[config.mk]
export PLATFORM = sky130hd
export DESIGN_NAME = dtx_discard_timer
export DESIGN_NICKNAME = d
export VERILOG_FILES = /design/src/rtl/dtx_pkg.sv /design/src/rtl/dtx_side_timer.sv /design/src/rtl/dtx_status_ctl.sv /design/src/rtl/dtx_discard_timer.sv
export SDC_FILE = /design/constraint.sdc
export NUM_CORES = 1
export LEC_CHECK = 0
export BUFFER_PORTS_ARGS = -buffer_cell sky130_fd_sc_hd__buf_4
export CAP_MARGIN = 20
export CORE_MARGIN = 3
export CORE_UTILIZATION = 60
export DETAILED_ROUTE_END_ITERATION = 10
export PLACE_DENSITY = 0.84
export SLEW_MARGIN = 20
export SYNTH_ARGS = -nofsm -noshare
export SYNTH_HDL_FRONTEND = slang
export SYNTH_SLANG_ARGS = --single-unit
[constraint.sdc]
create_clock -name clk -period 2.3 [get_ports clk]
set_input_delay 0.69 -clock clk [delete_from_list [all_inputs] [get_ports clk]]
set_output_delay 0.69 -clock clk [all_outputs]
set_load 0.02 [all_outputs]
[src/rtl/dtx_pkg.sv]
package dtx_pkg;
  localparam int NUM_SIDES = 2;
  localparam int SIDE_PRI  = 0;
  localparam int SIDE_SEC  = 1;

  typedef enum logic [1:0] {
    ST_IDLE  = 2'd0,
    ST_COUNT = 2'd1,
    ST_HOLD  = 2'd2
  } tmr_state_e;
endpackage

[src/rtl/dtx_side_timer.sv]
module dtx_side_timer
  import dtx_pkg::*;
#(
  parameter int CNT_W     = 15,
  parameter int SHORT_EXP = 10,
  parameter int LONG_EXP  = 15
) (
  input  logic clk,
  input  logic rst_n,
  input  logic head_vld,
  input  logic retry_hit,
  input  logic short_sel,
  output logic expire_o,
  output logic discard_o
);
  localparam logic [CNT_W-1:0] SHORT_LAST = CNT_W'((1 << SHORT_EXP) - 1);
  localparam logic [CNT_W-1:0] LONG_LAST  = CNT_W'((1 << LONG_EXP) - 1);

  tmr_state_e       state_q, state_n;
  logic [CNT_W-1:0] cnt_q, cnt_n;
  logic [CNT_W-1:0] last_cnt;
  logic             cnt_en;
  logic             expire_n;
  logic             disc_q;

  assign last_cnt = short_sel ? SHORT_LAST : LONG_LAST;

  always_comb begin
    state_n  = state_q;
    cnt_n    = cnt_q;
    expire_n = 1'b0;
    unique case (state_q)
      ST_IDLE, ST_COUNT: begin
        if (!head_vld) begin
          state_n = ST_IDLE;
          cnt_n   = '0;
        end else if (retry_hit) begin
          state_n = ST_HOLD;
          cnt_n   = '0;
        end else if (cnt_q >= last_cnt) begin
          state_n  = ST_HOLD;
          cnt_n    = '0;
          expire_n = 1'b1;
        end else begin
          state_n = ST_COUNT;
          cnt_n   = cnt_q + 1'b1;
        end
      end
      ST_HOLD: begin
        if (!head_vld) state_n = ST_IDLE;
      end
      default: begin
        state_n = ST_IDLE;
        cnt_n   = '0;
      end
    endcase
  end

  assign cnt_en = (state_q != ST_HOLD);

  always_ff @(posedge clk or negedge rst_n) begin
    if (!rst_n) begin
      state_q <= ST_IDLE;
      cnt_q   <= '0;
      disc_q  <= 1'b0;
    end else begin
      state_q <= state_n;
      if (cnt_en) cnt_q <= cnt_n;
      disc_q  <= expire_n;
    end
  end

  assign expire_o  = expire_n;
  assign discard_o = disc_q;
endmodule

[src/rtl/dtx_status_ctl.sv]
module dtx_status_ctl
  import dtx_pkg::*;
(
  input  logic                 clk,
  input  logic                 rst_n,
  input  logic [NUM_SIDES-1:0] expire_vec,
  input  logic                 clr_w1,
  input  logic                 serr_en,
  output logic                 sts_o,
  output logic                 serr_n_o
);
  logic any_exp;
  logic sts_q, sts_n;
  logic serr_n_q, serr_n_n;

  assign any_exp = |expire_vec;

  always_comb begin
    sts_n    = (sts_q & ~clr_w1) | any_exp;
    serr_n_n = ~(serr_en & any_exp);
  end

  always_ff @(posedge clk or negedge rst_n) begin
    if (!rst_n) begin
      sts_q    <= 1'b0;
      serr_n_q <= 1'b1;
    end else begin
      sts_q    <= sts_n;
      serr_n_q <= serr_n_n;
    end
  end

  assign sts_o    = sts_q;
  assign serr_n_o = serr_n_q;
endmodule

[src/rtl/dtx_discard_timer.sv]
module dtx_discard_timer
  import dtx_pkg::*;
#(
  parameter int CNT_W     = 15,
  parameter int SHORT_EXP = 10,
  parameter int LONG_EXP  = 15
) (
  input  logic clk,
  input  logic rst_n,
  input  logic pri_head_vld,
  input  logic pri_retry_hit,
  input  logic pri_short_sel,
  input  logic sec_head_vld,
  input  logic sec_retry_hit,
  input  logic sec_short_sel,
  input  logic serr_en,
  input  logic sts_clr_w1,
  output logic pri_discard,
  output logic sec_discard,
  output logic expire_sts,
  output logic serr_req_n
);
  logic [NUM_SIDES-1:0] vld_vec, retry_vec, short_vec;
  logic [NUM_SIDES-1:0] exp_vec, disc_vec;

  assign vld_vec[SIDE_PRI]   = pri_head_vld;
  assign vld_vec[SIDE_SEC]   = sec_head_vld;
  assign retry_vec[SIDE_PRI] = pri_retry_hit;
  assign retry_vec[SIDE_SEC] = sec_retry_hit;
  assign short_vec[SIDE_PRI] = pri_short_sel;
  assign short_vec[SIDE_SEC] = sec_short_sel;

  for (genvar s = 0; s < NUM_SIDES; s++) begin : g_side
    dtx_side_timer #(
      .CNT_W    (CNT_W),
      .SHORT_EXP(SHORT_EXP),
      .LONG_EXP (LONG_EXP)
    ) u_tmr (
      .clk      (clk),
      .rst_n    (rst_n),
      .head_vld (vld_vec[s]),
      .retry_hit(retry_vec[s]),
      .short_sel(short_vec[s]),
      .expire_o (exp_vec[s]),
      .discard_o(disc_vec[s])
    );
  end

  dtx_status_ctl u_sts (
    .clk       (clk),
    .rst_n     (rst_n),
    .expire_vec(exp_vec),
    .clr_w1    (sts_clr_w1),
    .serr_en   (serr_en),
    .sts_o     (expire_sts),
    .serr_n_o  (serr_req_n)
  );

  assign pri_discard = disc_vec[SIDE_PRI];
  assign sec_discard = disc_vec[SIDE_SEC];
endmodule

### Word-level counts from Yosys, hierarchy flattened

Cells that the tools add are included.

| operators by class | value |
|---|---|
| add/sub/neg operators | 2 |
| $lt $le $gt $ge | 2 |
| equality and inequality tests | 8 |
| muxes and demuxes | 28 |
| bitwise logic cells | 7 |
| reductions and logical operators | 7 |

Operators with widths:

| operator | number |
|---|---|
| $mux W15 | 8 |
| $pmux W15 S2 | 2 |
| $add A15 B1 Y15 const B | 2 |
| $ge A15 B15 Y1 | 2 |
| $mux W2 | 8 |
| $mux W1 | 8 |
| $ne A2 B2 Y1 const B | 4 |
| $pmux W2 S2 | 2 |
| $reduce_or A2 Y1 | 3 |
| $eq A2 B1 Y1 const B | 2 |
| $eq A2 B2 Y1 const B | 2 |
| $logic_not A2 Y1 | 2 |
| $not A1 Y1 | 4 |
| $reduce_and A2 Y1 | 2 |
| $and A1 B1 Y1 | 2 |
| $or A1 B1 Y1 | 1 |

| storage, ports and cells | value |
|---|---|
| bits in registers | 38 |
| input bits | 10 |
| output and inout bits | 4 |
| logic and storage cells | 62 |

### Depth between registers and ports, before layout

Gate-level depths: netlist (run 1).

| depth | value |
|---|---|
| word-level depth | 9 |
| mapped depth | 8 |
| depth with buffers taken out | 7 |

### By module

A second synthesis (run 1) with hierarchy kept.

| second synthesis, totals | value |
|---|---|
| cells, all modules | 228 |
| area, all modules | 2190.9 µm² |

Modules (own cells, without submodules):

| module | times used | cells each | area an instance (µm²) | sequential area each (µm²) |
|---|---|---|---|---|
| dtx_side_timer (g_side[0].u_tmr) | 1 | 111 | 1081.0 | 450.4 |
| dtx_side_timer (g_side[1].u_tmr) | 1 | 111 | 1041.0 | 450.4 |
| dtx_status_ctl | 1 | 6 | 68.8 | 51.3 |

### Worst setup path after synthesis (run 1)

OpenSTA, ideal clock, no wires.

| timing | value |
|---|---|
| kind | input -> register |
| from | input port pri_short_sel |
| to | register g_side[0].u_tmr.cnt_q[3] |
| library setup time | 0.121 ns |
| data arrival time | 2.136 ns |
| data required time | 2.179 ns |
| path slack | 0.043 ns |
| stages | 6 |
| path buffers | 1 |
| path through | ha_1 -> nand4_1 -> or4_4 -> buf_6 -> a41o_1 -> a22o_1 |

| between the ends | value |
|---|---|
| cells in the longest elaborated chain, start to end | 6 |

Ends and longest elaborated chain:

| item | line | RTL |
|---|---|---|
| from (decl) | dtx_discard_timer.sv:12 | `input logic pri_short_sel,` |
| $mux W15 | dtx_side_timer.sv:26 | `assign last_cnt = short_sel ? SHORT_LAST : LONG_LAST;` |
| $ge A15 B15 Y1 | dtx_side_timer.sv:40 | `end else if (cnt_q >= last_cnt) begin` |
| $mux W15 | dtx_side_timer.sv:40 |  |
| $mux W15 | dtx_side_timer.sv:37 | `end else if (retry_hit) begin` |
| $mux W15 | dtx_side_timer.sv:34 | `if (!head_vld) begin` |
| $pmux W15 S2 | dtx_side_timer.sv:32 | `unique case (state_q)` |
| to (signal assigned) | dtx_side_timer.sv:68 | `if (cnt_en) cnt_q <= cnt_n;` |
| to (decl) | dtx_side_timer.sv:20 | `logic [CNT_W-1:0] cnt_q, cnt_n;` |

Every way passes these cells.
A chain may end at the register's enable or synchronous reset.

### Worst setup path in the final report (run 1)

| timing | value |
|---|---|
| from | input port pri_short_sel |
| to | register g_side[0].u_tmr.cnt_q[4] |

The elaborated chain is that of the path after synthesis.

==> run summary, run 1 <==
Largest net degree at the start of global routing = 39
Final HPWL DP = 3.42 mm
Die area = 0.00455 mm^2
Critical path's largest stage delay = 0.60 ns
Rows = 21
Crit path from = pri_short_sel
Worst R2R Path Depth = 6
Achievable frequency = 0.459 GHz
Reg-to-reg critical path startpoint = g_side[0].u_tmr.cnt_q[12]$_DFFE_PN0P_
Antenna Cells = 0
Syn_area_per_cell = 9.10 um^2
First-pass GRT wire length = 8.48 mm
Final Critical Period = 2.18 ns
Sequential area share after synthesis = 42.0%
Peak-usage layer in the global routing report = met2
Min Hold Slack = 0.340 ns
Post-Syn Area = 0.00227 mm^2
Final ANT Viol Nets = 0
Worst-path clk slew = 0.08 ns
Vias in the first global route = 1,937
Die Wd = 67.5 um
Multiplexer share of the synthesized area = 0.994%
Met1 GRT Util = 30.3%
Relative slew slack = 54.7%
RSZ-0062 raised after global routing = no
Placer Congestion = 0.892
Final cell count without fillers = 323
Status = completed
CTS Buf Count = 5
Clk Tree Root Cell = clkbuf_8
Ranking of synthesized cells by area = dfrtp_1 41%, ha_1 6.6%, nand2_1 4.6%
Yosys warns = 0
Synth Instances = 249
Final hold violation count = 0
Cell area power density = 529 mW/mm^2
Path type of the worst setup path = in2reg
Worst Tran Pin Value = 0.673 ns
Synth Area in XOR/XNOR = 0%
Worst Path Required = 2.48 ns
Die Span Y = 67.5 um
# Max-Cap Violations = 0
Max-slew violations = 0
Final setup viols = 0
Yosys top cell area share = 40.9%
Remaining DRCs = 0
Post-synth cell types = 42
Met3 usage = 4.16%
Largest family of logic cells by synthesized area = simple AND/OR/NAND/NOR gates
WL/cell = 14.9 um
Nets = 298
CP endpoint kind = register
Register bit count reported by yosys = 38
Hold-fix buffers at CTS = 0
Complex-gate fraction of the synthesized area = 19.7%
Vias per cell = 6.35
Most repeated library cell on the critical path = buf_4
DR pass1 iterations = 4
FFs w/ async S/R, synth = 100%
# port buffers = 13
Slowest-stage cell, CP = or4_4
Tot Pwr = 1.38 mW
Num Clock Sinks = 38
Starting Density = 64.8%
Data arrival time of the critical path = 2.36 ns
Ports = 14
Routed WL = 4.80 mm
Reg2reg setup slack = 0.23 ns
Grt met2 use = 41.2%
Crit Path Max Fanout = 8
Iter 0 DRT Violations = 130
P_leak = 1.23 nW
Clock buffer depth = 2
Worst Skew = 0.00618 ns
Layout cells sized above 1 = 18.4%
Final Cycle Share = 94.8%
Final worst slack = 0.119 ns
Crit-path cells = buf_4 > ha_1 > nand4_1 > or4_4 > buf_4 > a41oi_1 > o21ai_1
Grt ovf = 0
Largest area contributor in the netlist = dfrtp_1
CTS tree = done
Hold Crit Class = in2async
Post-CTS resize count = 0
Top FF cell, synth = dfrtp_1
CTS H-Tree Depth = 2
CP Capture Point = g_side[0].u_tmr.cnt_q[4]$_DFFE_PN0P_
Vias = 2,050
Clk_lat worst skew = 0.29 ns
Critical path launch point type = primary input
Syn Nets = 271
Worst-case vdd ir drop = 0.360 mV
Post-Route Setup TNS = 0 ns
Number of enable flip-flop cells after synthesis = 0
RR Endpoint = g_side[0].u_tmr.cnt_q[4]$_DFFE_PN0P_
Post-synthesis adder-cell area fraction = 6.63%
Initial antenna violation count = 0
Area grow syn2layout = 15.0%
Post-CTS setup buffer count = 0
Area of the core = 0.00349 mm^2
Setup WS pre-CTS = -0.156 ns
FILL cells = 269
Simple-Gate Fraction of Synth Area = 25.4%
GRT Util Overall = 24.4%
Placed cells = 315
[logic make-up after synthesis]
logic type | after synthesis
AOI/OAI and AO/OA | 62
adders and majority gates | 12
buffers and inverters | 25
DFF | 38
muxes | 2
and+or+nand+nor | 110
[Yosys cell counts (2+ instances only)]
cell type,number
dfrtp_1,37
nor2b_1,3
o21ai_0,7
a22o_1,8
nand2_1,28
nor4_1,2
nand2b_1,2
o21a_1,2
and2_1,2
nand4_1,14
ha_1,12
inv_1,12
o311ai_1,9
buf_6,2
nor2_1,15
a21oi_1,12
a21o_1,4
a31oi_1,6
and3_1,11
buf_4,2
a41o_1,2
a41oi_1,3
and4_1,4
nor3_1,4
buf_2,2
o21ai_1,4
clkbuf_1,6
nand3_1,19
mux2_2,2
[stage by stage]
stage          area, um^2  util, %
2_1_floorplan        2270        -
3_3_place_gp         2490     71.4
3_5_place_dp         2490     71.4
4_1_cts              2600     74.5
5_1_grt              2610     74.5
6_report             2610     74.5
[worst max-delay path: cells and delay by family]
family	cells	cell delay, ns
AO/OA/AOI/OAI	2	0.30
adder cells (fa/ha/maj)	1	0.31
buffers and inverters	2	0.32
AND/OR/NAND/NOR	2	0.73
[layout make-up]
| class | count | area, um^2 | share of cell area, % |
|---|---|---|---|
| clock buffers | 5 | 68.8 | 2.64 |
| clock inverters | 3 | 40.0 | 1.54 |
| inverters | 13 | 48.8 | 1.87 |
| multi-input cells | 186 | 1200 | 46.0 |
| flip-flops and latches | 38 | 952 | 36.6 |
| well taps | 46 | 57.6 | 2.21 |
| repair buffers | 32 | 240 | 9.22 |
[worst min path at each step]
stage	start	endpoint	slack [ns]	cells past startpoint
after detailed placement	g_side[1].u_tmr.cnt_q[9]$_DFFE_PN0P_	g_side[1].u_tmr.cnt_q[9]$_DFFE_PN0P_	0.48	1
after global routing	rst_n	g_side[1].u_tmr.cnt_q[7]$_DFFE_PN0P_	0.37	1
after global placement	g_side[1].u_tmr.cnt_q[9]$_DFFE_PN0P_	g_side[1].u_tmr.cnt_q[9]$_DFFE_PN0P_	0.47	1
after floorplan	rst_n	g_side[0].u_tmr.cnt_q[0]$_DFFE_PN0P_	0.39	0
final	rst_n	g_side[1].u_tmr.state_q[1]$_DFFE_PN0P_	0.34	1
after CTS	rst_n	g_side[1].u_tmr.cnt_q[9]$_DFFE_PN0P_	0.37	1
[metal layers]
metal  vias to the layer above  wire length, um
li1                       1001                -
met1                      1006             2150
met2                        39             2470
met3                         4              144
met4                         0               37
met5                         -                0
[flip-flops by register name (all words and copies together) (netlist names)]
name / count
g_side.u_tmr.discard_o: 2
g_side.u_tmr.cnt_q: 30
u_sts.sts_o: 1
u_sts.serr_n_o: 1
g_side.u_tmr.state_q: 4
[power by group]
| group | total, mW | switching [mW] | leakage, nW | internal (mW) |
|---|---|---|---|---|
| registers | 0.695 | 0.0149 | 0.521 | 0.680 |
| logic | 0.127 | 0.0712 | 0.646 | 0.0558 |
| clock network | 0.557 | 0.238 | 0.0579 | 0.319 |
| total | 1.38 | 0.324 | 1.23 | 1.05 |
[layout by cell type, fill, tap and decap left out, drive strengths merged]
| master | n |
|---|---|
| dfrtp | 37 |
| buf | 32 |
| nand2 | 29 |
| nand3 | 20 |
| nor2 | 15 |
| nand4 | 14 |
| inv | 13 |
| a21oi | 12 |
| ha | 12 |
| and3 | 11 |
| o21ai | 11 |
| o311ai | 9 |
| a22o | 8 |
| a31oi | 7 |
| clkbuf | 5 |
| a21o | 4 |
| and4 | 4 |
| nor3 | 4 |
| a41oi | 3 |
| nor2b | 3 |
| and2 | 2 |
| nand2b | 2 |
| nor4 | 2 |
| o21a | 2 |
| mux2 | 2 |
| a41o | 2 |
| clkinv | 2 |
| or4 | 2 |
| nor3b | 1 |
| a21boi | 1 |
| or3b | 1 |
| o221ai | 1 |
| a211o | 1 |
| a211oi | 1 |
| bufinv | 1 |
| dfstp | 1 |
Note: power is estimated with default switching activity, not from simulation.
==> run 2: changes to the inputs <==
--- a/config.mk
+++ b/config.mk
@@ -10,6 +10,7 @@
 export CORE_MARGIN = 3
 export CORE_UTILIZATION = 60
 export DETAILED_ROUTE_END_ITERATION = 10
+export MAX_ROUTING_LAYER = met4
 export PLACE_DENSITY = 0.84
 export SLEW_MARGIN = 20
 export SYNTH_ARGS = -nofsm -noshare
==> run summary, run 2 (same netlist as run 1, synthesis figures left out) <==
Status = completed (unchanged)
Max-slew violations = 0 (unchanged)
First-pass GRT wire length = 8.47 mm (was 8.48 mm)
Reg-to-reg critical path startpoint = g_side[0].u_tmr.cnt_q[12]$_DFFE_PN0P_ (unchanged)
CTS tree = done (unchanged)
DR pass1 iterations = 4 (unchanged)
Min Hold Slack = 0.341 ns (was 0.340 ns)
Vias = 2,057 (was 2,050)
Hold Crit Class = in2async (unchanged)
Rows = 21 (unchanged)
Placed cells = 315 (unchanged)
CTS Buf Count = 5 (unchanged)
GRT Util Overall = 25.1% (was 24.4%)
Register area = 952 um^2 (unchanged)
Routed WL = 4.80 mm (about the same)
Worst Tran Pin Value = 0.673 ns (unchanged)
Cell area power density = 529 mW/mm^2 (about the same)
Starting Density = 64.8% (unchanged)
Achievable frequency = 0.458 GHz (was 0.459 GHz)
Util after Layout = 74.5% (unchanged)
Final Cycle Share = 94.9% (was 94.8%)
Ports = 14 (unchanged)
Largest Register = g_side.u_tmr.cnt_q (unchanged)
Commonest non-fill, non-tap cell in the layout = dfrtp_1 (unchanged)
Final Critical Period = 2.18 ns (about the same)
Largest net degree at the start of global routing = 39 (unchanged)
CP endpoint kind = register (unchanged)
Placer Congestion = 0.907 (was 0.892)
Iter 0 DRT Violations = 119 (was 130)
Worst-case vdd ir drop = 0.360 mV (about the same)
P_leak = 1.23 nW (unchanged)
Final HPWL DP = 3.42 mm (unchanged)
Worst-path clk slew = 0.08 ns (about the same)
Worst Skew = 0.00629 ns (was 0.00618 ns)
Num Clock Sinks = 38 (unchanged)
Clk Tree Root Cell = clkbuf_8 (unchanged)
Max FFs per register = 30 (unchanged)
RSZ-0062 raised after global routing = no (unchanged)
Relative slew slack = 54.7% (unchanged)
Critical path launch point type = primary input (unchanged)
Vias in the first global route = 1,936 (was 1,937)
Post-CTS resize count = 0 (unchanged)
Vias per cell = 6.37 (was 6.35)
Layout cells sized above 1 = 18.4% (unchanged)
Final setup viols = 0 (unchanged)
Clk_lat worst skew = 0.29 ns (about the same)
Remaining DRCs = 0 (unchanged)
Die Span Y = 67.5 um (unchanged)
Area grow syn2layout = 15.0% (unchanged)
Worst Path Required = 2.48 ns (about the same)
Die Wd = 67.5 um (unchanged)
Post-CTS setup buffer count = 0 (unchanged)
Crit path from = pri_short_sel (unchanged)
# port buffers = 13 (unchanged)
Area of the core = 0.00349 mm^2 (unchanged)
Clock buffer depth = 2 (unchanged)
Final cell count without fillers = 323 (unchanged)
Path type of the worst setup path = in2reg (unchanged)
Data arrival time of the critical path = 2.36 ns (about the same)
Antenna Cells = 0 (unchanged)
Area of the multi-input gates = 0.00120 mm^2 (unchanged)
Hold-fix buffers at CTS = 0 (unchanged)
Die area = 0.00455 mm^2 (unchanged)
Crit Path Max Fanout = 8 (unchanged)
Worst R2R Path Depth = 6 (unchanged)
Most frequent cells in the layout = 37 x dfrtp_1, 32 x buf_4, 28 x nand2_1 (unchanged)
Initial antenna violation count = 0 (unchanged)
CTS H-Tree Depth = 2 (unchanged)
# Max-Cap Violations = 0 (unchanged)
Final hold violation count = 0 (unchanged)
WL/cell = 14.8 um (was 14.9 um)
Nets = 298 (unchanged)
FILL cells = 269 (unchanged)
Reg2reg setup slack = 0.23 ns (about the same)
Final ANT Viol Nets = 0 (unchanged)
Grt ovf = 0 (unchanged)
RR Endpoint = g_side[0].u_tmr.cnt_q[4]$_DFFE_PN0P_ (unchanged)
run 2: cell counts in the layout (fill, tap and decap cells not counted):
No cell type changed its count.
run 2: report_power, final:
| group | leakage (nW) | internal [mW] | switching (mW) |
|---|---|---|---|
| clock network | 0.0579 | 0.319 | 0.238 |
| logic | 0.646 | 0.0558 | 0.0711 |
| registers | 0.521 | 0.680 | 0.0149 |
run 2: layout make-up:
| class | count | area share [%] |
|---|---|---|
| sequential | 38 | 36.6 |
| tap | 46 | 2.21 |
| multi-input combinational | 186 | 46.0 |
| clock buffer | 5 | 2.64 |
| timing repair buffer | 32 | 9.22 |
| inverter | 13 | 1.87 |
| clock inverter | 3 | 1.54 |
run 2: how the worst max path moves through the flow:
stage	end	slack, ns
3_3_place_gp	g_side[0].u_tmr.cnt_q[4]$_DFFE_PN0P_	-0.08
4_1_cts	g_side[0].u_tmr.cnt_q[4]$_DFFE_PN0P_	0.13
3_5_place_dp	g_side[0].u_tmr.cnt_q[4]$_DFFE_PN0P_	-0.16
6_report	g_side[0].u_tmr.cnt_q[4]$_DFFE_PN0P_	0.12
5_1_grt	u_sts.serr_n_o$_DFF_PN1_	0.06
2_1_floorplan	g_side[0].u_tmr.cnt_q[3]$_DFFE_PN0P_	0.04
run 2: layer usage:
| metal | global-route usage (%) | share of wire [%] |
|---|---|---|
| met1 | 30.3 | 44 |
| met2 | 41.2 | 52 |
| met3 | 4.16 | 3.1 |
| met4 | 11.1 | 0.77 |
| met5 | - | 0 |
run 2: stage by stage:
stage          total power [mW]  TNS [ns]  instance area (um^2)  worst slack (ns)
3_5_place_dp              0.835     -2.41                  2490            -0.156
2_1_floorplan             0.772         0                  2270            0.0434
3_3_place_gp              0.831     -1.04                  2490           -0.0848
6_report                   1.38         0                  2610             0.118
4_1_cts                    1.39         0                  2600             0.127
5_1_grt                    1.45         0                  2610            0.0605
run 2: worst max-delay path, cell delays in order:
cell	delay, ns
buf_4	0.13
ha_1	0.31
nand4_1	0.13
or4_4	0.60
buf_4	0.19
a41oi_1	0.22
o21ai_1	0.08
